`src/rtl/rs_pkg.sv`:
```
package rs_pkg;

    // Life cycle of one reservation station
    typedef enum logic [1:0] {
        ST_FREE  = 2'd0,
        ST_WAIT  = 2'd1,
        ST_READY = 2'd2,
        ST_EXEC  = 2'd3
    } slot_state_e;

endpackage

```
`src/rtl/rs_station.sv`:
```
module rs_station
    import rs_pkg::*;
#(
    parameter int          TAG_W  = 3,
    parameter int          DATA_W = 16,
    parameter int          OP_W   = 2,
    parameter int          RANK_W = 2,
    parameter int unsigned MY_TAG = 1
) (
    input  logic              clk,
    input  logic              rst_n,
    input  logic              alloc_i,
    input  logic [OP_W-1:0]   op_i,
    input  logic [DATA_W-1:0] v1_i,
    input  logic [TAG_W-1:0]  q1_i,
    input  logic [DATA_W-1:0] v2_i,
    input  logic [TAG_W-1:0]  q2_i,
    input  logic [RANK_W-1:0] rank_i,
    input  logic              cdb_valid_i,
    input  logic [TAG_W-1:0]  cdb_tag_i,
    input  logic [DATA_W-1:0] cdb_value_i,
    input  logic              grant_i,
    input  logic              shift_i,
    input  logic [RANK_W-1:0] shift_rank_i,
    output logic              busy_o,
    output logic              ready_o,
    output logic              retire_o,
    output logic [RANK_W-1:0] rank_o,
    output logic [OP_W-1:0]   op_o,
    output logic [DATA_W-1:0] v1_o,
    output logic [DATA_W-1:0] v2_o
);

    slot_state_e       state_q, state_d;
    logic [TAG_W-1:0]  q1_q, q2_q;
    logic [DATA_W-1:0] v1_q, v2_q;
    logic [OP_W-1:0]   op_q;
    logic [RANK_W-1:0] rank_q;
    logic              hit1, hit2, own_bcast;

    assign hit1      = cdb_valid_i && (q1_q != '0) && (cdb_tag_i == q1_q);
    assign hit2      = cdb_valid_i && (q2_q != '0) && (cdb_tag_i == q2_q);
    assign own_bcast = cdb_valid_i && (cdb_tag_i == TAG_W'(MY_TAG));

    // next-state logic
    always_comb begin
        state_d = state_q;
        unique case (state_q)
            ST_FREE: begin
                if (alloc_i) begin
                    state_d = ((q1_i == '0) && (q2_i == '0)) ? ST_READY : ST_WAIT;
                end
            end
            ST_WAIT: begin
                if (((q1_q == '0) || hit1) && ((q2_q == '0) || hit2)) begin
                    state_d = ST_READY;
                end
            end
            ST_READY: begin
                if (grant_i) begin
                    state_d = ST_EXEC;
                end
            end
            ST_EXEC: begin
                if (own_bcast) begin
                    state_d = ST_FREE;
                end
            end
            default: state_d = ST_FREE;
        endcase
    end

    // state register
    always_ff @(posedge clk or negedge rst_n) begin
        if (!rst_n) begin
            state_q <= ST_FREE;
        end else begin
            state_q <= state_d;
        end
    end

    // outputs
    always_comb begin
        busy_o   = (state_q != ST_FREE);
        ready_o  = (state_q == ST_READY);
        retire_o = (state_q == ST_EXEC) && own_bcast;
        rank_o   = rank_q;
        op_o     = op_q;
        v1_o     = v1_q;
        v2_o     = v2_q;
    end

    // operand and age storage
    always_ff @(posedge clk or negedge rst_n) begin
        if (!rst_n) begin
            op_q   <= '0;
            v1_q   <= '0;
            v2_q   <= '0;
            q1_q   <= '0;
            q2_q   <= '0;
            rank_q <= '0;
        end else begin
            if (alloc_i && (state_q == ST_FREE)) begin
                op_q   <= op_i;
                v1_q   <= v1_i;
                q1_q   <= q1_i;
                v2_q   <= v2_i;
                q2_q   <= q2_i;
                rank_q <= rank_i;
            end else begin
                if (hit1) begin
                    v1_q <= cdb_value_i;
                    q1_q <= '0;
                end
                if (hit2) begin
                    v2_q <= cdb_value_i;
                    q2_q <= '0;
                end
                if (shift_i && (state_q != ST_FREE) && (rank_q > shift_rank_i)) begin
                    rank_q <= rank_q - RANK_W'(1);
                end
            end
        end
    end

    p_alloc_only_free_r2: assert property (@(posedge clk) disable iff (!rst_n)
        alloc_i |-> (state_q == ST_FREE));

    p_wait_has_tag_r4: assert property (@(posedge clk) disable iff (!rst_n)
        (state_q == ST_WAIT) |-> ((q1_q != '0) || (q2_q != '0)));

    p_grant_only_ready_r6: assert property (@(posedge clk) disable iff (!rst_n)
        grant_i |-> (state_q == ST_READY));

    p_retire_frees_r10: assert property (@(posedge clk) disable iff (!rst_n)
        retire_o |=> (state_q == ST_FREE));

endmodule

```
`src/rtl/rs_regstat.sv`:
```
module rs_regstat #(
    parameter int NUM_REGS = 8,
    parameter int REG_W    = 3,
    parameter int TAG_W    = 3,
    parameter int DATA_W   = 16
) (
    input  logic              clk,
    input  logic              rst_n,
    input  logic              iss_fire_i,
    input  logic [REG_W-1:0]  iss_dst_i,
    input  logic [TAG_W-1:0]  iss_tag_i,
    input  logic [REG_W-1:0]  src1_i,
    input  logic [REG_W-1:0]  src2_i,
    input  logic [DATA_W-1:0] rf1_i,
    input  logic [DATA_W-1:0] rf2_i,
    input  logic              cdb_valid_i,
    input  logic [TAG_W-1:0]  cdb_tag_i,
    input  logic [DATA_W-1:0] cdb_value_i,
    output logic [DATA_W-1:0] v1_o,
    output logic [TAG_W-1:0]  q1_o,
    output logic [DATA_W-1:0] v2_o,
    output logic [TAG_W-1:0]  q2_o,
    output logic              wr_en_o,
    output logic [REG_W-1:0]  wr_addr_o,
    output logic [DATA_W-1:0] wr_data_o
);

    logic [NUM_REGS-1:0][TAG_W-1:0] stat;

    for (genvar r = 0; r < NUM_REGS; r++) begin : g_stat
        logic [TAG_W-1:0] tag_q;
        always_ff @(posedge clk or negedge rst_n) begin
            if (!rst_n) begin
                tag_q <= '0;
            end else if (iss_fire_i && (iss_dst_i == REG_W'(r))) begin
                tag_q <= iss_tag_i;
            end else if (cdb_valid_i && (tag_q != '0) && (tag_q == cdb_tag_i)) begin
                tag_q <= '0;
            end
        end
        assign stat[r] = tag_q;
    end

    // source resolution with same-cycle bypass from the broadcast bus
    always_comb begin
        q1_o = stat[src1_i];
        v1_o = rf1_i;
        if (q1_o != '0) begin
            if (cdb_valid_i && (cdb_tag_i == q1_o)) begin
                v1_o = cdb_value_i;
                q1_o = '0;
            end else begin
                v1_o = '0;
            end
        end
        q2_o = stat[src2_i];
        v2_o = rf2_i;
        if (q2_o != '0) begin
            if (cdb_valid_i && (cdb_tag_i == q2_o)) begin
                v2_o = cdb_value_i;
                q2_o = '0;
            end else begin
                v2_o = '0;
            end
        end
    end

    // write-back only for the register whose latest producer is broadcasting
    always_comb begin
        wr_en_o   = 1'b0;
        wr_addr_o = '0;
        for (int r = 0; r < NUM_REGS; r++) begin
            if (cdb_valid_i && (stat[r] != '0) && (stat[r] == cdb_tag_i)) begin
                wr_en_o   = 1'b1;
                wr_addr_o = REG_W'(r);
            end
        end
        wr_data_o = cdb_value_i;
    end

    p_rename_dst_r8: assert property (@(posedge clk) disable iff (!rst_n)
        iss_fire_i |=> (stat[$past(iss_dst_i)] == $past(iss_tag_i)));

    p_clear_on_write_r9: assert property (@(posedge clk) disable iff (!rst_n)
        (wr_en_o && !(iss_fire_i && (iss_dst_i == wr_addr_o)))
        |=> (stat[$past(wr_addr_o)] == '0));

endmodule

```
`src/rtl/rs_pick.sv`:
```
module rs_pick #(
    parameter int N      = 4,
    parameter int RANK_W = 2,
    parameter int IDX_W  = 2
) (
    input  logic [N-1:0]             busy_i,
    input  logic [N-1:0]             ready_i,
    input  logic [N-1:0][RANK_W-1:0] rank_i,
    output logic                     alloc_ok_o,
    output logic [IDX_W-1:0]         alloc_idx_o,
    output logic                     grant_valid_o,
    output logic [IDX_W-1:0]         grant_idx_o,
    output logic [N-1:0]             grant_o
);

    // lowest-numbered free station
    always_comb begin
        alloc_ok_o  = 1'b0;
        alloc_idx_o = '0;
        for (int i = N - 1; i >= 0; i--) begin
            if (!busy_i[i]) begin
                alloc_ok_o  = 1'b1;
                alloc_idx_o = IDX_W'(i);
            end
        end
    end

    // oldest ready station: smallest age rank
    always_comb begin
        logic [RANK_W-1:0] best;
        best          = '0;
        grant_valid_o = 1'b0;
        grant_idx_o   = '0;
        for (int i = 0; i < N; i++) begin
            if (ready_i[i] && (!grant_valid_o || (rank_i[i] < best))) begin
                grant_valid_o = 1'b1;
                best          = rank_i[i];
                grant_idx_o   = IDX_W'(i);
            end
        end
        grant_o = '0;
        if (grant_valid_o) begin
            grant_o[grant_idx_o] = 1'b1;
        end
    end

endmodule

```
`src/rtl/rs_tag_array.sv`:
```
module rs_tag_array #(
    parameter int NUM_RS   = 4,
    parameter int NUM_REGS = 8,
    parameter int DATA_W   = 16,
    parameter int OP_W     = 2
) (
    input  logic                          clk,
    input  logic                          rst_n,
    input  logic                          iss_valid,
    input  logic [OP_W-1:0]               iss_op,
    input  logic [$clog2(NUM_REGS)-1:0]   iss_dst,
    input  logic [$clog2(NUM_REGS)-1:0]   iss_src1,
    input  logic [$clog2(NUM_REGS)-1:0]   iss_src2,
    input  logic [DATA_W-1:0]             iss_src1_val,
    input  logic [DATA_W-1:0]             iss_src2_val,
    output logic                          iss_stall,
    output logic [$clog2(NUM_RS+1)-1:0]   iss_tag,
    input  logic                          cdb_valid,
    input  logic [$clog2(NUM_RS+1)-1:0]   cdb_tag,
    input  logic [DATA_W-1:0]             cdb_value,
    output logic                          disp_valid,
    output logic [$clog2(NUM_RS+1)-1:0]   disp_tag,
    output logic [OP_W-1:0]               disp_op,
    output logic [DATA_W-1:0]             disp_a,
    output logic [DATA_W-1:0]             disp_b,
    output logic                          rf_we,
    output logic [$clog2(NUM_REGS)-1:0]   rf_waddr,
    output logic [DATA_W-1:0]             rf_wdata
);

    localparam int TAG_W  = $clog2(NUM_RS + 1);
    localparam int REG_W  = $clog2(NUM_REGS);
    localparam int IDX_W  = (NUM_RS > 1) ? $clog2(NUM_RS) : 1;
    localparam int RANK_W = IDX_W;
    localparam int CNT_W  = $clog2(NUM_RS + 1);

    logic [NUM_RS-1:0]              busy_vec, ready_vec, retire_vec, grant_vec;
    logic [NUM_RS-1:0][RANK_W-1:0]  rank_vec;
    logic [NUM_RS-1:0][OP_W-1:0]    op_vec;
    logic [NUM_RS-1:0][DATA_W-1:0]  a_vec, b_vec;
    logic                           alloc_ok, grant_valid, iss_fire;
    logic [IDX_W-1:0]               alloc_idx, grant_idx;
    logic [DATA_W-1:0]              rv1, rv2;
    logic [TAG_W-1:0]               rq1, rq2;
    logic [CNT_W-1:0]               occ;
    logic                           ret_any;
    logic [RANK_W-1:0]              ret_rank, new_rank;

    assign iss_fire  = iss_valid && alloc_ok;
    assign iss_stall = !alloc_ok;
    assign iss_tag   = TAG_W'(alloc_idx) + TAG_W'(1);

    // age rank handed to a new station: count of survivors
    always_comb begin
        occ      = CNT_W'($countones(busy_vec));
        ret_any  = |retire_vec;
        ret_rank = '0;
        for (int i = 0; i < NUM_RS; i++) begin
            if (retire_vec[i]) begin
                ret_rank = rank_vec[i];
            end
        end
        new_rank = RANK_W'(occ - (ret_any ? CNT_W'(1) : CNT_W'(0)));
    end

    rs_regstat #(
        .NUM_REGS (NUM_REGS),
        .REG_W    (REG_W),
        .TAG_W    (TAG_W),
        .DATA_W   (DATA_W)
    ) u_regstat (
        .clk         (clk),
        .rst_n       (rst_n),
        .iss_fire_i  (iss_fire),
        .iss_dst_i   (iss_dst),
        .iss_tag_i   (iss_tag),
        .src1_i      (iss_src1),
        .src2_i      (iss_src2),
        .rf1_i       (iss_src1_val),
        .rf2_i       (iss_src2_val),
        .cdb_valid_i (cdb_valid),
        .cdb_tag_i   (cdb_tag),
        .cdb_value_i (cdb_value),
        .v1_o        (rv1),
        .q1_o        (rq1),
        .v2_o        (rv2),
        .q2_o        (rq2),
        .wr_en_o     (rf_we),
        .wr_addr_o   (rf_waddr),
        .wr_data_o   (rf_wdata)
    );

    for (genvar i = 0; i < NUM_RS; i++) begin : g_slot
        rs_station #(
            .TAG_W  (TAG_W),
            .DATA_W (DATA_W),
            .OP_W   (OP_W),
            .RANK_W (RANK_W),
            .MY_TAG (i + 1)
        ) u_slot (
            .clk          (clk),
            .rst_n        (rst_n),
            .alloc_i      (iss_fire && (alloc_idx == IDX_W'(i))),
            .op_i         (iss_op),
            .v1_i         (rv1),
            .q1_i         (rq1),
            .v2_i         (rv2),
            .q2_i         (rq2),
            .rank_i       (new_rank),
            .cdb_valid_i  (cdb_valid),
            .cdb_tag_i    (cdb_tag),
            .cdb_value_i  (cdb_value),
            .grant_i      (grant_vec[i]),
            .shift_i      (ret_any),
            .shift_rank_i (ret_rank),
            .busy_o       (busy_vec[i]),
            .ready_o      (ready_vec[i]),
            .retire_o     (retire_vec[i]),
            .rank_o       (rank_vec[i]),
            .op_o         (op_vec[i]),
            .v1_o         (a_vec[i]),
            .v2_o         (b_vec[i])
        );
    end

    rs_pick #(
        .N      (NUM_RS),
        .RANK_W (RANK_W),
        .IDX_W  (IDX_W)
    ) u_pick (
        .busy_i        (busy_vec),
        .ready_i       (ready_vec),
        .rank_i        (rank_vec),
        .alloc_ok_o    (alloc_ok),
        .alloc_idx_o   (alloc_idx),
        .grant_valid_o (grant_valid),
        .grant_idx_o   (grant_idx),
        .grant_o       (grant_vec)
    );

    always_comb begin
        disp_valid = grant_valid;
        disp_tag   = TAG_W'(grant_idx) + TAG_W'(1);
        disp_op    = op_vec[grant_idx];
        disp_a     = a_vec[grant_idx];
        disp_b     = b_vec[grant_idx];
    end

    // checker-side view: is any ready station older than the granted one
    logic older_ready;
    always_comb begin
        older_ready = 1'b0;
        for (int i = 0; i < NUM_RS; i++) begin
            if (ready_vec[i] && (rank_vec[i] < rank_vec[grant_idx])) begin
                older_ready = 1'b1;
            end
        end
    end

    p_stall_when_full_r2: assert property (@(posedge clk) disable iff (!rst_n)
        iss_stall |-> (&busy_vec));

    p_grant_onehot_r7: assert property (@(posedge clk) disable iff (!rst_n)
        $onehot0(grant_vec));

    p_oldest_first_r7: assert property (@(posedge clk) disable iff (!rst_n)
        disp_valid |-> !older_ready);

    p_single_retire_r10: assert property (@(posedge clk) disable iff (!rst_n)
        $onehot0(retire_vec));

    p_retire_needs_bcast_r10: assert property (@(posedge clk) disable iff (!rst_n)
        (|retire_vec) |-> cdb_valid);

endmodule

```
`config.mk`:
```
export PLATFORM = sky130hd
export DESIGN_NAME = rs_tag_array
export DESIGN_NICKNAME = d
export VERILOG_FILES = /design/src/rtl/rs_pkg.sv /design/src/rtl/rs_station.sv /design/src/rtl/rs_regstat.sv /design/src/rtl/rs_pick.sv /design/src/rtl/rs_tag_array.sv
export SDC_FILE = /design/constraint.sdc
export NUM_CORES = 1
export LEC_CHECK = 0
export BUFFER_PORTS_ARGS = -buffer_cell sky130_fd_sc_hd__buf_2
export CORE_ASPECT_RATIO = 1.25
export CORE_MARGIN = 5
export CORE_UTILIZATION = 45
export DETAILED_ROUTE_END_ITERATION = 10
export HOLD_SLACK_MARGIN = 0.06
export PLACE_DENSITY = 0.72
export SYNTH_ARGS = -nofsm -noshare
export SYNTH_HDL_FRONTEND = slang
export SYNTH_SLANG_ARGS = --single-unit
export TNS_END_PERCENT = 1
```
`constraint.sdc`:
```
create_clock -name clk -period 6.4 [get_ports clk]
set_input_delay 0.64 -clock clk [delete_from_list [all_inputs] [get_ports clk]]
set_output_delay 0.64 -clock clk [all_outputs]
set_load 0.005 [all_outputs]
```
==> results of run 1 <==
## final cells by class
type	count	area [sq um]	share of cell area [%]
clock inverters	10	97.6	0.663
repair buffers	161	900	6.11
multi-input cells	1010	7600	51.6
well taps	396	495	3.36
inverters	52	195	1.33
flip-flops and latches	200	5000	34.0
clock buffers	21	440	2.99
## power by group
group          switching, mW  total (mW)  internal (mW)  leakage [nW]
logic                   2.12        4.08           1.95          3.54
clock network          0.510        1.05          0.538         0.254
registers              0.408        2.18           1.77          2.62
## registers in the layout, indices dropped and copies added (netlist names)
name,count
g_slot.u_slot.v2_o,64
g_slot.u_slot.rank_o,8
g_slot.u_slot.v1_o,64
g_slot.u_slot.q1_q,12
g_slot.u_slot.op_o,8
g_slot.u_slot.state_q,8
g_slot.u_slot.q2_q,12
u_regstat.g_stat.tag_q,24
## path summary, 6_finish.rpt
check / depth (start not counted) / slack [ns] / end / start
max: 19 / 0.81 / disp_a[3] / g_slot[0].u_slot.state_q[0]$_DFFE_PN0P_
min: 1 / 0.33 / u_regstat.g_stat[6].tag_q[0]$_DFFE_PN0P_ / rst_n
max reg2reg: 23 / 1.37 / g_slot[1].u_slot.state_q[0]$_DFFE_PN0P_ / g_slot[0].u_slot.state_q[0]$_DFFE_PN0P_
min reg2reg: 2 / 0.47 / g_slot[2].u_slot.op_o[0]$_DFFE_PN0P_ / g_slot[2].u_slot.op_o[0]$_DFFE_PN0P_
max in group asynchronous: 2 / 4.83 / g_slot[2].u_slot.v2_o[13]$_DFFE_PN0P_ / rst_n
min in group clk: 3 / 0.44 / g_slot[2].u_slot.op_o[1]$_DFFE_PN0P_ / iss_op[1]
## cell usage after synthesis (26+ instances only)
| cell | number |
|---|---|
| sky130_fd_sc_hd__a22o_1 | 28 |
| sky130_fd_sc_hd__a22oi_1 | 103 |
| sky130_fd_sc_hd__mux2_2 | 108 |
| sky130_fd_sc_hd__o211ai_1 | 100 |
| sky130_fd_sc_hd__buf_2 | 26 |
| sky130_fd_sc_hd__nand2_1 | 97 |
| sky130_fd_sc_hd__nand3_1 | 112 |
| sky130_fd_sc_hd__ha_1 | 37 |
| sky130_fd_sc_hd__o21ai_0 | 26 |
| sky130_fd_sc_hd__nor2_1 | 77 |
| sky130_fd_sc_hd__o22ai_1 | 31 |
| sky130_fd_sc_hd__xnor2_1 | 33 |
| sky130_fd_sc_hd__inv_1 | 51 |
| sky130_fd_sc_hd__dfrtp_1 | 200 |
| sky130_fd_sc_hd__clkbuf_1 | 61 |
## metal layers
layer	global-route usage (%)	wire (um)	part of all wire, %	vias up
met5	0	7	0.016	-
met4	13.0	2220	5.1	2
met3	4.43	3390	7.8	140
met2	42.9	21100	48	698
met1	33.0	16800	39	6014
li1	-	-	-	5340
## logic make-up after synthesis
kind of cell	share of synthesized area (%)
adders and majority gates	3.63
muxes	12.7
and+or+nand+nor	13.2
DFF	37.6
AOI/OAI and AO/OA	24.2
buffers and inverters	5.85
xor gates and xnor gates	2.83
## per-stage QoR
step	instances	util [%]	hold WS, ns	total power, mW	instance area (sq um)
2_1_floorplan	1389	-	0.344	4.94	13300
3_3_place_gp	1819	48.5	0.455	6.09	14200
3_5_place_dp	1819	48.5	0.459	6.22	14200
4_1_cts	1850	50.4	0.395	7.29	14700
5_1_grt	1850	50.4	0.428	7.78	14700
6_report	1850	50.4	0.333	7.31	14700
==> impl_metrics.prom, run 1 <==
# TYPE chip_impl_metric gauge
chip_impl_info{name="run_status",value="finished clean"} 1
chip_impl_metric{name="synth_seq_area_share",unit="%"} 37.6
chip_impl_metric{name="vias",unit=""} 12194
chip_impl_info{name="layout_commonest_cell",value="sky130_fd_sc_hd__dfrtp_1"} 1
chip_impl_metric{name="cts_buffers",unit=""} 17
chip_impl_metric{name="drc",unit=""} 0
chip_impl_metric{name="ys_warn_count",unit=""} 0
chip_impl_info{name="grt_setup_unrepaired",value="no"} 1
chip_impl_metric{name="die_height",unit="um"} 202
chip_impl_metric{name="tightestPinTransition",unit="ns"} 1.02
chip_impl_info{name="clock_tree_from_tritoncts",value="built"} 1
chip_impl_metric{name="ys_types",unit=""} 68
chip_impl_metric{name="minimum_setup_slack_in_the_final_design",unit="ns"} 0.811
chip_impl_metric{name="ys_async_sr_fraction",unit="%"} 100
chip_impl_metric{name="setup_viol_count_final",unit=""} 0
chip_impl_metric{name="first_pass_iters",unit=""} 6
chip_impl_metric{name="post_route_cells_drive_above_1_share",unit="%"} 24.3
chip_impl_metric{name="clock_insertion_delay_worst_skew",unit="ns"} 0.44
chip_impl_metric{name="cap_viol_max_count",unit=""} 0
chip_impl_metric{name="postSynthNetCount",unit=""} 1493
chip_impl_metric{name="maximum_vdd_drop",unit="mV"} 0.263
chip_impl_metric{name="cts_sinks",unit=""} 200
chip_impl_metric{name="worstPathMaxFanout",unit=""} 36
chip_impl_metric{name="setup_total_negative_slack",unit="ns"} 0
chip_impl_metric{name="syn_inst",unit=""} 1389
chip_impl_metric{name="buffers_inserted_during_post_cts_setup_optimization",unit=""} 0
chip_impl_metric{name="route.final.wire_length",unit="mm"} 43.5
chip_impl_info{name="critPathMostFrequentCell",value="sky130_fd_sc_hd__ha_1"} 1
chip_impl_metric{name="htreeDepth",unit=""} 4
chip_impl_metric{name="dp_slack",unit="ns"} 1.32
chip_impl_metric{name="synthesized_flop_and_latch_total",unit=""} 200
chip_impl_metric{name="final_min_period_over_clock_period",unit="%"} 87.3
chip_impl_info{name="timing.critical_path.cells",value="inv_1 -> ha_1 -> nand2_1 -> ha_1 -> a21oi_1 -> o21ai_4 -> mux2_2 -> ha_1 -> o41a_2 -> nand2_1 -> o21ai_0 -> ha_1 -> nor2_1 -> o31ai_1 -> a211o_1 -> a21boi_4 -> buf_4 -> mux2_2 -> buf_2"} 1
chip_impl_metric{name="power_density",unit="nW/um^2"} 496
chip_impl_metric{name="clock_path_buffers",unit=""} 2
chip_impl_metric{name="grt.total_usage",unit="%"} 26.1
chip_impl_metric{name="wl_per_cell",unit="um"} 23.5
chip_impl_metric{name="gr-total-overflow",unit=""} 0
chip_impl_metric{name="flow.area_growth_from_synthesis",unit="%"} 10.6
chip_impl_metric{name="first_global_vias",unit=""} 12156
chip_impl_metric{name="dieArea",unit="sq um"} 33200
chip_impl_metric{name="filler_instances",unit=""} 2761
chip_impl_metric{name="wp_buf_inv",unit=""} 3
chip_impl_metric{name="maxClockFrequency",unit="MHz"} 179
chip_impl_metric{name="hold_viol_final",unit=""} 0
chip_impl_metric{name="diodes",unit=""} 0
chip_impl_info{name="critical-path-slowest-cell",value="sky130_fd_sc_hd__o41a_2"} 1
chip_impl_metric{name="gp_congestion",unit=""} 0.912
chip_impl_metric{name="dieWidth",unit="um"} 164
chip_impl_info{name="synth_top_area_cell",value="sky130_fd_sc_hd__dfrtp_1"} 1
chip_impl_metric{name="slew_headroom",unit="%"} 32.0
chip_impl_metric{name="timing.critical_path.arrival",unit="ns"} 4.95
chip_impl_metric{name="clock-skew-final",unit="ns"} 0.0108
chip_impl_info{name="startpoint_kind_of_the_worst_setup_timing_path",value="register"} 1
chip_impl_info{name="type_of_the_worst_setup_path",value="register to output pin"} 1
chip_impl_metric{name="path_clk_slew",unit="ns"} 0.07
chip_impl_metric{name="floorplan.initialDensity",unit="%"} 45.5
chip_impl_metric{name="pin_count_of_the_biggest_net_entering_global_routing",unit=""} 119
chip_impl_metric{name="yosysTopAreaCellShare",unit="%"} 37.6
chip_impl_metric{name="drtAntennaViolNets",unit=""} 0
chip_impl_metric{name="worst-endpoint-required",unit="ns"} 5.76
chip_impl_metric{name="hold_buffers",unit=""} 0
chip_impl_metric{name="postSynthAreaPerCell",unit="sq um"} 9.59
chip_impl_metric{name="design.core.area",unit="sq um"} 29300
chip_impl_metric{name="dr.first_iter.drc_count",unit=""} 1289
chip_impl_metric{name="dp.final_hpwl",unit="mm"} 28.8
chip_impl_info{name="yosys_most_used_dff",value="sky130_fd_sc_hd__dfrtp_1"} 1
chip_impl_metric{name="post_cts.resized_instances",unit=""} 0
chip_impl_info{name="synth_area_leaders",value="sky130_fd_sc_hd__dfrtp_1 38%, sky130_fd_sc_hd__mux2_2 9.1%, sky130_fd_sc_hd__a22oi_1 5.8%, sky130_fd_sc_hd__o211ai_1 5.6%, sky130_fd_sc_hd__nand3_1 4.2%"} 1
chip_impl_metric{name="i_o_pin_count",unit=""} 128
chip_impl_info{name="path_delay_family",value="compound AO/OA/AOI/OAI gates"} 1
chip_impl_metric{name="place.port_buffers",unit=""} 127
chip_impl_info{name="most-common-layout-cells",value="200 x sky130_fd_sc_hd__dfrtp_1, 126 x sky130_fd_sc_hd__buf_2, 110 x sky130_fd_sc_hd__nand3_1"} 1
chip_impl_metric{name="vias_per_cell",unit=""} 6.59
chip_impl_metric{name="drv_slew",unit=""} 0
chip_impl_metric{name="rows",unit=""} 70
chip_impl_info{name="ctsRootBufferMaster",value="sky130_fd_sc_hd__clkbuf_16"} 1
chip_impl_metric{name="final_net_count",unit=""} 1546
chip_impl_metric{name="post-route-min-period",unit="ns"} 5.59
chip_impl_metric{name="netlist_area",unit="sq um"} 13300
chip_impl_metric{name="first_pass_grt_wire_length",unit="mm"} 68.6
chip_impl_metric{name="max_stage_delay",unit="ns"} 0.46
chip_impl_info{name="critical_path.endpoint_type",value="output pin"} 1
chip_impl_info{name="holdCritPathClass",value="primary input to async pin"} 1
chip_impl_metric{name="leakage",unit="nW"} 6.41
chip_impl_metric{name="synth-edff-count",unit=""} 0
chip_impl_metric{name="grt_antenna_before_repair",unit=""} 1
(Power assumes the default switching activity.)
==> run 2, diff against run 1 <==
- ABC_AREA: not set -> 1
- TNS_END_PERCENT: 1 -> 50
==> impl_metrics.prom, run 2 <==
# TYPE chip_impl_metric gauge
chip_impl_info{name="run_status",value="finished clean"} 1
chip_impl_metric{name="fin_worst_hold_slack",unit="ns"} 0.250
chip_impl_metric{name="vias",unit=""} 13250
chip_impl_metric{name="worst-endpoint-required",unit="ns"} 5.76
chip_impl_metric{name="drtAntennaViolNets",unit=""} 0
chip_impl_metric{name="synth_seq_area_share",unit="%"} 38.1
chip_impl_info{name="synth_top_cells_by_count",value="576 x sky130_fd_sc_hd__nand2_1, 208 x sky130_fd_sc_hd__inv_1, 200 x sky130_fd_sc_hd__dfrtp_1"} 1
chip_impl_metric{name="final_design_area_no_fill",unit="sq um"} 14400
chip_impl_metric{name="gr-total-overflow",unit=""} 0
chip_impl_metric{name="synthesized_flop_and_latch_total",unit=""} 200
chip_impl_metric{name="maxClockFrequency",unit="MHz"} 173
chip_impl_metric{name="htreeDepth",unit=""} 4
chip_impl_metric{name="ys_warn_count",unit=""} 0
chip_impl_metric{name="route.final.wire_length",unit="mm"} 44.4
chip_impl_metric{name="dpl_cell_area",unit="sq um"} 13900
chip_impl_metric{name="wl_per_cell",unit="um"} 19.2
chip_impl_metric{name="i_o_pin_count",unit=""} 128
chip_impl_metric{name="gp_congestion",unit=""} 0.894
chip_impl_metric{name="worstRegToRegCells",unit=""} 30
chip_impl_metric{name="cts_sinks",unit=""} 200
chip_impl_metric{name="synth-edff-count",unit=""} 0
chip_impl_metric{name="floorplan.initialDensity",unit="%"} 45.2
chip_impl_info{name="layout_commonest_cell",value="sky130_fd_sc_hd__nand2_1"} 1
chip_impl_metric{name="setup_total_negative_slack",unit="ns"} 0
chip_impl_metric{name="design.core.area",unit="sq um"} 29100
chip_impl_metric{name="ys_types",unit=""} 42
chip_impl_metric{name="clock_insertion_delay_worst_skew",unit="ns"} 0.46
chip_impl_metric{name="leakage",unit="nW"} 7.09
chip_impl_metric{name="die_height",unit="um"} 201
chip_impl_metric{name="regArea",unit="sq um"} 5000
chip_impl_metric{name="post-route-min-period",unit="ns"} 5.79
chip_impl_metric{name="post_route_cells_drive_above_1_share",unit="%"} 10.8
chip_impl_metric{name="post_cts.resized_instances",unit=""} 0
chip_impl_info{name="type_of_the_worst_setup_path",value="register to output pin"} 1
chip_impl_metric{name="yosysTopAreaCellShare",unit="%"} 38.1
chip_impl_metric{name="dieWidth",unit="um"} 163
chip_impl_metric{name="final_cell_count_no_fill",unit=""} 2312
chip_impl_metric{name="placedCellCount",unit=""} 2280
chip_impl_metric{name="clock_path_buffers",unit=""} 2
chip_impl_metric{name="hold_viol_final",unit=""} 0
chip_impl_metric{name="tightestPinTransition",unit="ns"} 1.17
chip_impl_metric{name="maximum_vdd_drop",unit="mV"} 0.248
chip_impl_metric{name="slew_headroom",unit="%"} 21.6
chip_impl_metric{name="multi_input_comb_area",unit="sq um"} 6760
chip_impl_info{name="yosys.cell_count.top_type",value="sky130_fd_sc_hd__nand2_1"} 1
chip_impl_info{name="reg2reg_to",value="g_slot[1].u_slot.state_q[1]$_DFFE_PN0P_"} 1
chip_impl_metric{name="buffers_inserted_during_post_cts_setup_optimization",unit=""} 0
chip_impl_metric{name="worstPathMaxFanout",unit=""} 36
chip_impl_metric{name="syn_inst",unit=""} 1845
chip_impl_metric{name="dr.first_iter.drc_count",unit=""} 1172
chip_impl_metric{name="postSynthNetCount",unit=""} 1949
chip_impl_metric{name="max_stage_delay",unit="ns"} 0.42
chip_impl_metric{name="rows",unit=""} 70
chip_impl_metric{name="netlist_area",unit="sq um"} 13100
chip_impl_metric{name="flow.area_growth_from_synthesis",unit="%"} 9.91
chip_impl_metric{name="dp.final_hpwl",unit="mm"} 29.7
chip_impl_metric{name="dieArea",unit="sq um"} 32700
chip_impl_info{name="ctsRootBufferMaster",value="sky130_fd_sc_hd__clkbuf_16"} 1
chip_impl_metric{name="diodes",unit=""} 0
chip_impl_metric{name="setup_viol_count_final",unit=""} 0
chip_impl_info{name="critical_path.endpoint_type",value="output pin"} 1
chip_impl_info{name="synth_area_leaders",value="sky130_fd_sc_hd__dfrtp_1 38%, sky130_fd_sc_hd__nand2_1 16%, sky130_fd_sc_hd__o211ai_1 7.4%, sky130_fd_sc_hd__inv_1 5.9%, sky130_fd_sc_hd__nand3_1 4.1%"} 1
chip_impl_info{name="startpoint_kind_of_the_worst_setup_timing_path",value="register"} 1
chip_impl_info{name="clock_tree_from_tritoncts",value="built"} 1
chip_impl_info{name="critPathMostFrequentCell",value="sky130_fd_sc_hd__nand2_1"} 1
chip_impl_metric{name="power_density",unit="nW/um^2"} 514
chip_impl_metric{name="grt.total_usage",unit="%"} 26.5
chip_impl_metric{name="filler_instances",unit=""} 2902
chip_impl_metric{name="timing.critical_path.arrival",unit="ns"} 5.15
chip_impl_metric{name="hold_buffers",unit=""} 0
chip_impl_metric{name="first_pass_grt_wire_length",unit="mm"} 69.4
chip_impl_info{name="yosys_most_used_dff",value="sky130_fd_sc_hd__dfrtp_1"} 1
chip_impl_info{name="holdCritPathClass",value="primary input to async pin"} 1
chip_impl_metric{name="cts_buffers",unit=""} 17
chip_impl_info{name="critical-path-slowest-cell",value="sky130_fd_sc_hd__nand2_4"} 1
chip_impl_info{name="synth_top_area_cell",value="sky130_fd_sc_hd__dfrtp_1"} 1
chip_impl_metric{name="vias_per_cell",unit=""} 5.73
chip_impl_metric{name="final_min_period_over_clock_period",unit="%"} 90.5
chip_impl_info{name="grt_setup_unrepaired",value="no"} 1
chip_impl_metric{name="postSynthAreaPerCell",unit="sq um"} 7.12
chip_impl_metric{name="grt_antenna_before_repair",unit=""} 0
chip_impl_metric{name="place.port_buffers",unit=""} 127
chip_impl_metric{name="worst_r2r_setup_slack",unit="ns"} 1.01
chip_impl_metric{name="first_global_vias",unit=""} 12903
chip_impl_metric{name="ys_async_sr_fraction",unit="%"} 100
chip_impl_metric{name="clock-skew-final",unit="ns"} 0.0159
chip_impl_info{name="most-common-layout-cells",value="576 x sky130_fd_sc_hd__nand2_1, 208 x sky130_fd_sc_hd__inv_1, 200 x sky130_fd_sc_hd__dfrtp_1"} 1
chip_impl_metric{name="first_pass_iters",unit=""} 6
chip_impl_metric{name="path_clk_slew",unit="ns"} 0.07
chip_impl_metric{name="pin_count_of_the_biggest_net_entering_global_routing",unit=""} 88
chip_impl_metric{name="final_net_count",unit=""} 2007
chip_impl_metric{name="drc",unit=""} 0
chip_impl_info{name="crit-reg2reg-launch",value="g_slot[0].u_slot.state_q[0]$_DFFE_PN0P_"} 1
chip_impl_metric{name="cap_viol_max_count",unit=""} 0
chip_impl_metric{name="drv_slew",unit=""} 0
run 2: area by class of cell:
cell class / count / area share [%]
clock buffer: 22 / 3.22
sequential: 200 / 34.7
inverter: 220 / 5.72
timing repair buffer: 146 / 5.45
tap: 396 / 3.43
clock inverter: 10 / 0.659
multi-input combinational: 1318 / 46.8
run 2: through the flow:
step	setup slack (ns)	total power [mW]	utilization [%]
global route	0.214	7.99	49.6
global placement	1.32	6.21	47.7
finish	0.605	7.41	49.6
floorplan	2.38	4.97	-
CTS	0.635	7.38	49.6
detailed placement	1.14	6.31	47.7
run 2: worst max-delay path: cells and delay by family, from the launching register on:
family / cells / cell delay, ns
and+or+nand+nor: 18 / 2.16
adders and majority gates: 4 / 1.15
buffers and inverters: 3 / 0.58
DFF: 1 / 0.41
AOI/OAI and AO/OA: 2 / 0.34
run 2: how the worst max path moves through the flow:
stage / from / to / cells past startpoint
3_3_place_gp: g_slot[0].u_slot.state_q[0]$_DFFE_PN0P_ / disp_a[1] / 27
2_1_floorplan: g_slot[0].u_slot.state_q[0]$_DFFE_PN0P_ / g_slot[1].u_slot.state_q[0]$_DFFE_PN0P_ / 31
5_1_grt: g_slot[0].u_slot.state_q[0]$_DFFE_PN0P_ / disp_a[4] / 27
3_5_place_dp: g_slot[0].u_slot.state_q[0]$_DFFE_PN0P_ / g_slot[1].u_slot.state_q[1]$_DFFE_PN0P_ / 30
4_1_cts: g_slot[0].u_slot.state_q[0]$_DFFE_PN0P_ / disp_b[3] / 27
6_report: g_slot[0].u_slot.state_q[0]$_DFFE_PN0P_ / disp_b[3] / 27
run 2: per-layer routing:
metal | global-route usage (%) | part of all wire (%) | wire length, um
met1 | 33.5 | 39 | 17400
met2 | 44.1 | 47 | 21000
met3 | 4.11 | 8.9 | 3950
met4 | 13.0 | 4.7 | 2080
met5 | 0 | 0 | 0
run 2: power by group:
group          internal [mW]  switching, mW  total [mW]
combinational           1.46           2.68        4.14
sequential              1.83          0.378        2.21
clock                  0.559          0.512        1.07
run 2: kinds of logic (layout without fill, tap and decap cells):
kind of cell | after synthesis | after routing | share of synthesized area [%]
AO/OA/AOI/OAI | 375 | 375 | 18.0
XOR/XNOR | 22 | 22 | 1.47
adder cells (fa/ha/maj) | 38 | 38 | 3.68
buffers and inverters | 327 | 398 | 10.5
flip-flops | 200 | 200 | 38.1
AND/OR/NAND/NOR | 883 | 883 | 28.3
==> run 3, diff against run 2 <==
- MAX_ROUTING_LAYER: not set -> met4
- clock period: 6.4 -> 5.54 ns (I/O delays scaled with it)
==> impl_metrics.prom, run 3 (synthesis results as in run 2) <==
# TYPE chip_impl_metric gauge
chip_impl_metric{name="path_clk_slew",unit="ns"} 0.08
chip_impl_metric{name="drc",unit=""} 0
chip_impl_metric{name="max_stage_delay",unit="ns"} 0.41
chip_impl_metric{name="i_o_pin_count",unit=""} 128
chip_impl_metric{name="dieWidth",unit="um"} 163
chip_impl_metric{name="setup_total_negative_slack",unit="ns"} 0
chip_impl_metric{name="clock_insertion_delay_worst_skew",unit="ns"} 0.45
chip_impl_metric{name="first_global_vias",unit=""} 13105
chip_impl_metric{name="final_min_period_over_clock_period",unit="%"} 94.3
chip_impl_metric{name="worst-endpoint-required",unit="ns"} 4.99
chip_impl_metric{name="tightestPinTransition",unit="ns"} 1.29
chip_impl_metric{name="multi_input_comb_area",unit="sq um"} 6770
chip_impl_metric{name="hold_viol_final",unit=""} 0
chip_impl_info{name="critical_path.endpoint_type",value="output pin"} 1
chip_impl_metric{name="timing.critical_path.arrival",unit="ns"} 4.67
chip_impl_info{name="clock_tree_from_tritoncts",value="built"} 1
chip_impl_metric{name="place.port_buffers",unit=""} 127
chip_impl_metric{name="flow.area_growth_from_synthesis",unit="%"} 10.8
chip_impl_metric{name="maximum_vdd_drop",unit="mV"} 0.393
chip_impl_metric{name="first_pass_iters",unit=""} 6
chip_impl_metric{name="dp_slack",unit="ns"} 0.512
chip_impl_metric{name="post-route-min-period",unit="ns"} 5.22
chip_impl_info{name="critPathMostFrequentCell",value="sky130_fd_sc_hd__nand2_1"} 1
chip_impl_info{name="path_delay_family",value="simple AND/OR/NAND/NOR gates"} 1
chip_impl_metric{name="pin_count_of_the_biggest_net_entering_global_routing",unit=""} 100
chip_impl_metric{name="wp_buf_inv",unit=""} 3
chip_impl_metric{name="dieArea",unit="sq um"} 32700
chip_impl_metric{name="floorplan.initialDensity",unit="%"} 45.2
chip_impl_metric{name="drtAntennaViolNets",unit=""} 0
chip_impl_metric{name="gr-total-overflow",unit=""} 0
chip_impl_metric{name="design.core.area",unit="sq um"} 29100
chip_impl_metric{name="power_density",unit="nW/um^2"} 604
chip_impl_metric{name="filler_instances",unit=""} 2841
chip_impl_info{name="run_status",value="finished clean"} 1
chip_impl_metric{name="dr.first_iter.drc_count",unit=""} 1378
chip_impl_metric{name="grt_antenna_before_repair",unit=""} 0
chip_impl_info{name="startpoint_kind_of_the_worst_setup_timing_path",value="register"} 1
chip_impl_metric{name="regArea",unit="sq um"} 5000
chip_impl_metric{name="slew_headroom",unit="%"} 13.9
chip_impl_metric{name="clock_path_buffers",unit=""} 2
chip_impl_info{name="ctsRootBufferMaster",value="sky130_fd_sc_hd__clkbuf_16"} 1
chip_impl_metric{name="minimum_setup_slack_in_the_final_design",unit="ns"} 0.319
chip_impl_metric{name="clock-skew-final",unit="ns"} 0.0149
chip_impl_metric{name="wl_per_cell",unit="um"} 19.6
chip_impl_metric{name="route.final.wire_length",unit="mm"} 45.4
chip_impl_metric{name="first_pass_grt_wire_length",unit="mm"} 71.0
chip_impl_metric{name="htreeDepth",unit=""} 4
chip_impl_metric{name="gp_congestion",unit=""} 0.896
chip_impl_metric{name="die_height",unit="um"} 201
chip_impl_metric{name="diodes",unit=""} 0
chip_impl_info{name="type_of_the_worst_setup_path",value="register to output pin"} 1
chip_impl_metric{name="buffers_inserted_during_post_cts_setup_optimization",unit=""} 0
chip_impl_metric{name="dp.final_hpwl",unit="mm"} 29.3
chip_impl_metric{name="leakage",unit="nW"} 7.16
chip_impl_metric{name="drv_slew",unit=""} 0
chip_impl_info{name="grt_setup_unrepaired",value="no"} 1
chip_impl_info{name="layout_commonest_cell",value="sky130_fd_sc_hd__nand2_1"} 1
chip_impl_metric{name="post-route-util",unit="%"} 50.0
chip_impl_metric{name="maxClockFrequency",unit="MHz"} 192
chip_impl_metric{name="setup_viol_count_final",unit=""} 0
chip_impl_metric{name="rows",unit=""} 70
chip_impl_metric{name="cap_viol_max_count",unit=""} 0
chip_impl_metric{name="worstPathMaxFanout",unit=""} 56
chip_impl_metric{name="vias_per_cell",unit=""} 5.80
chip_impl_metric{name="vias",unit=""} 13428
chip_impl_metric{name="fin_total_pwr",unit="mW"} 8.79
chip_impl_metric{name="final_net_count",unit=""} 2011
chip_impl_metric{name="grt.total_usage",unit="%"} 28.0
chip_impl_metric{name="fin_worst_hold_slack",unit="ns"} 0.190
chip_impl_metric{name="cts_buffers",unit=""} 17
chip_impl_info{name="most-common-layout-cells",value="576 x sky130_fd_sc_hd__nand2_1, 208 x sky130_fd_sc_hd__inv_1, 200 x sky130_fd_sc_hd__dfrtp_1"} 1
chip_impl_metric{name="post_route_cells_drive_above_1_share",unit="%"} 11.1
chip_impl_info{name="holdCritPathClass",value="primary input to async pin"} 1
chip_impl_info{name="critical-path-slowest-cell",value="sky130_fd_sc_hd__dfrtp_1"} 1
chip_impl_metric{name="cts_sinks",unit=""} 200
[run 3: layer usage]
metal | up-vias | part of all wire [%] | track usage, %
li1 | 6197 | - | -
met1 | 6283 | 38 | 34.5
met2 | 758 | 46 | 44.1
met3 | 190 | 9.6 | 4.97
met4 | 0 | 5.5 | 14.2
met5 | - | 0 | -
[run 3: path summary, 6_finish.rpt]
| kind | cells after the start | from | end | slack, ns |
|---|---|---|---|---|
| setup / recovery | 27 | g_slot[0].u_slot.state_q[0]$_DFFE_PN0P_ | disp_b[14] | 0.32 |
| hold / removal | 1 | rst_n | g_slot[2].u_slot.v1_o[12]$_DFFE_PN0P_ | 0.19 |
| setup reg to reg | 30 | g_slot[0].u_slot.state_q[0]$_DFFE_PN0P_ | g_slot[1].u_slot.state_q[1]$_DFFE_PN0P_ | 0.52 |
| hold reg to reg | 2 | g_slot[3].u_slot.op_o[1]$_DFFE_PN0P_ | g_slot[3].u_slot.op_o[1]$_DFFE_PN0P_ | 0.48 |
| max in group asynchronous | 2 | rst_n | g_slot[2].u_slot.q1_q[0]$_DFFE_PN0P_ | 3.96 |
| min in group clk | 3 | iss_op[1] | g_slot[2].u_slot.op_o[1]$_DFFE_PN0P_ | 0.35 |
[run 3: stage by stage]
step,std cells,cell area [sq um]
CTS,2316,14500
finish,2316,14500
global placement,2284,13900
global route,2316,14500
detailed placement,2284,13900
floorplan,1845,13100
[run 3: area by class of cell]
| class | count | area share [%] |
|---|---|---|
| repair buffers | 150 | 5.62 |
| clock inverters | 13 | 1.33 |
| multi-input cells | 1318 | 46.5 |
| clock buffers | 19 | 3.04 |
| flip-flops and latches | 200 | 34.4 |
| well taps | 396 | 3.41 |
| inverters | 220 | 5.68 |
[run 3: power breakdown]
| part | internal (mW) | switching (mW) |
|---|---|---|
| combinational | 1.69 | 3.16 |
| clock | 0.777 | 0.604 |
| sequential | 2.11 | 0.434 |
[run 3: worst reg2reg max path: cells and delay by family, from the launching register on]
family	cells	cell delay, ns
and+or+nand+nor	17	1.91
adders and majority gates	5	1.39
AOI/OAI and AO/OA	6	1.02
DFF	1	0.41
buffers and inverters	2	0.21
[run 3: timing repair]
item	in CTS	in global routing
resized for setup	0	1
endpoints found under the setup margin	0	15
hold buffers	0	0
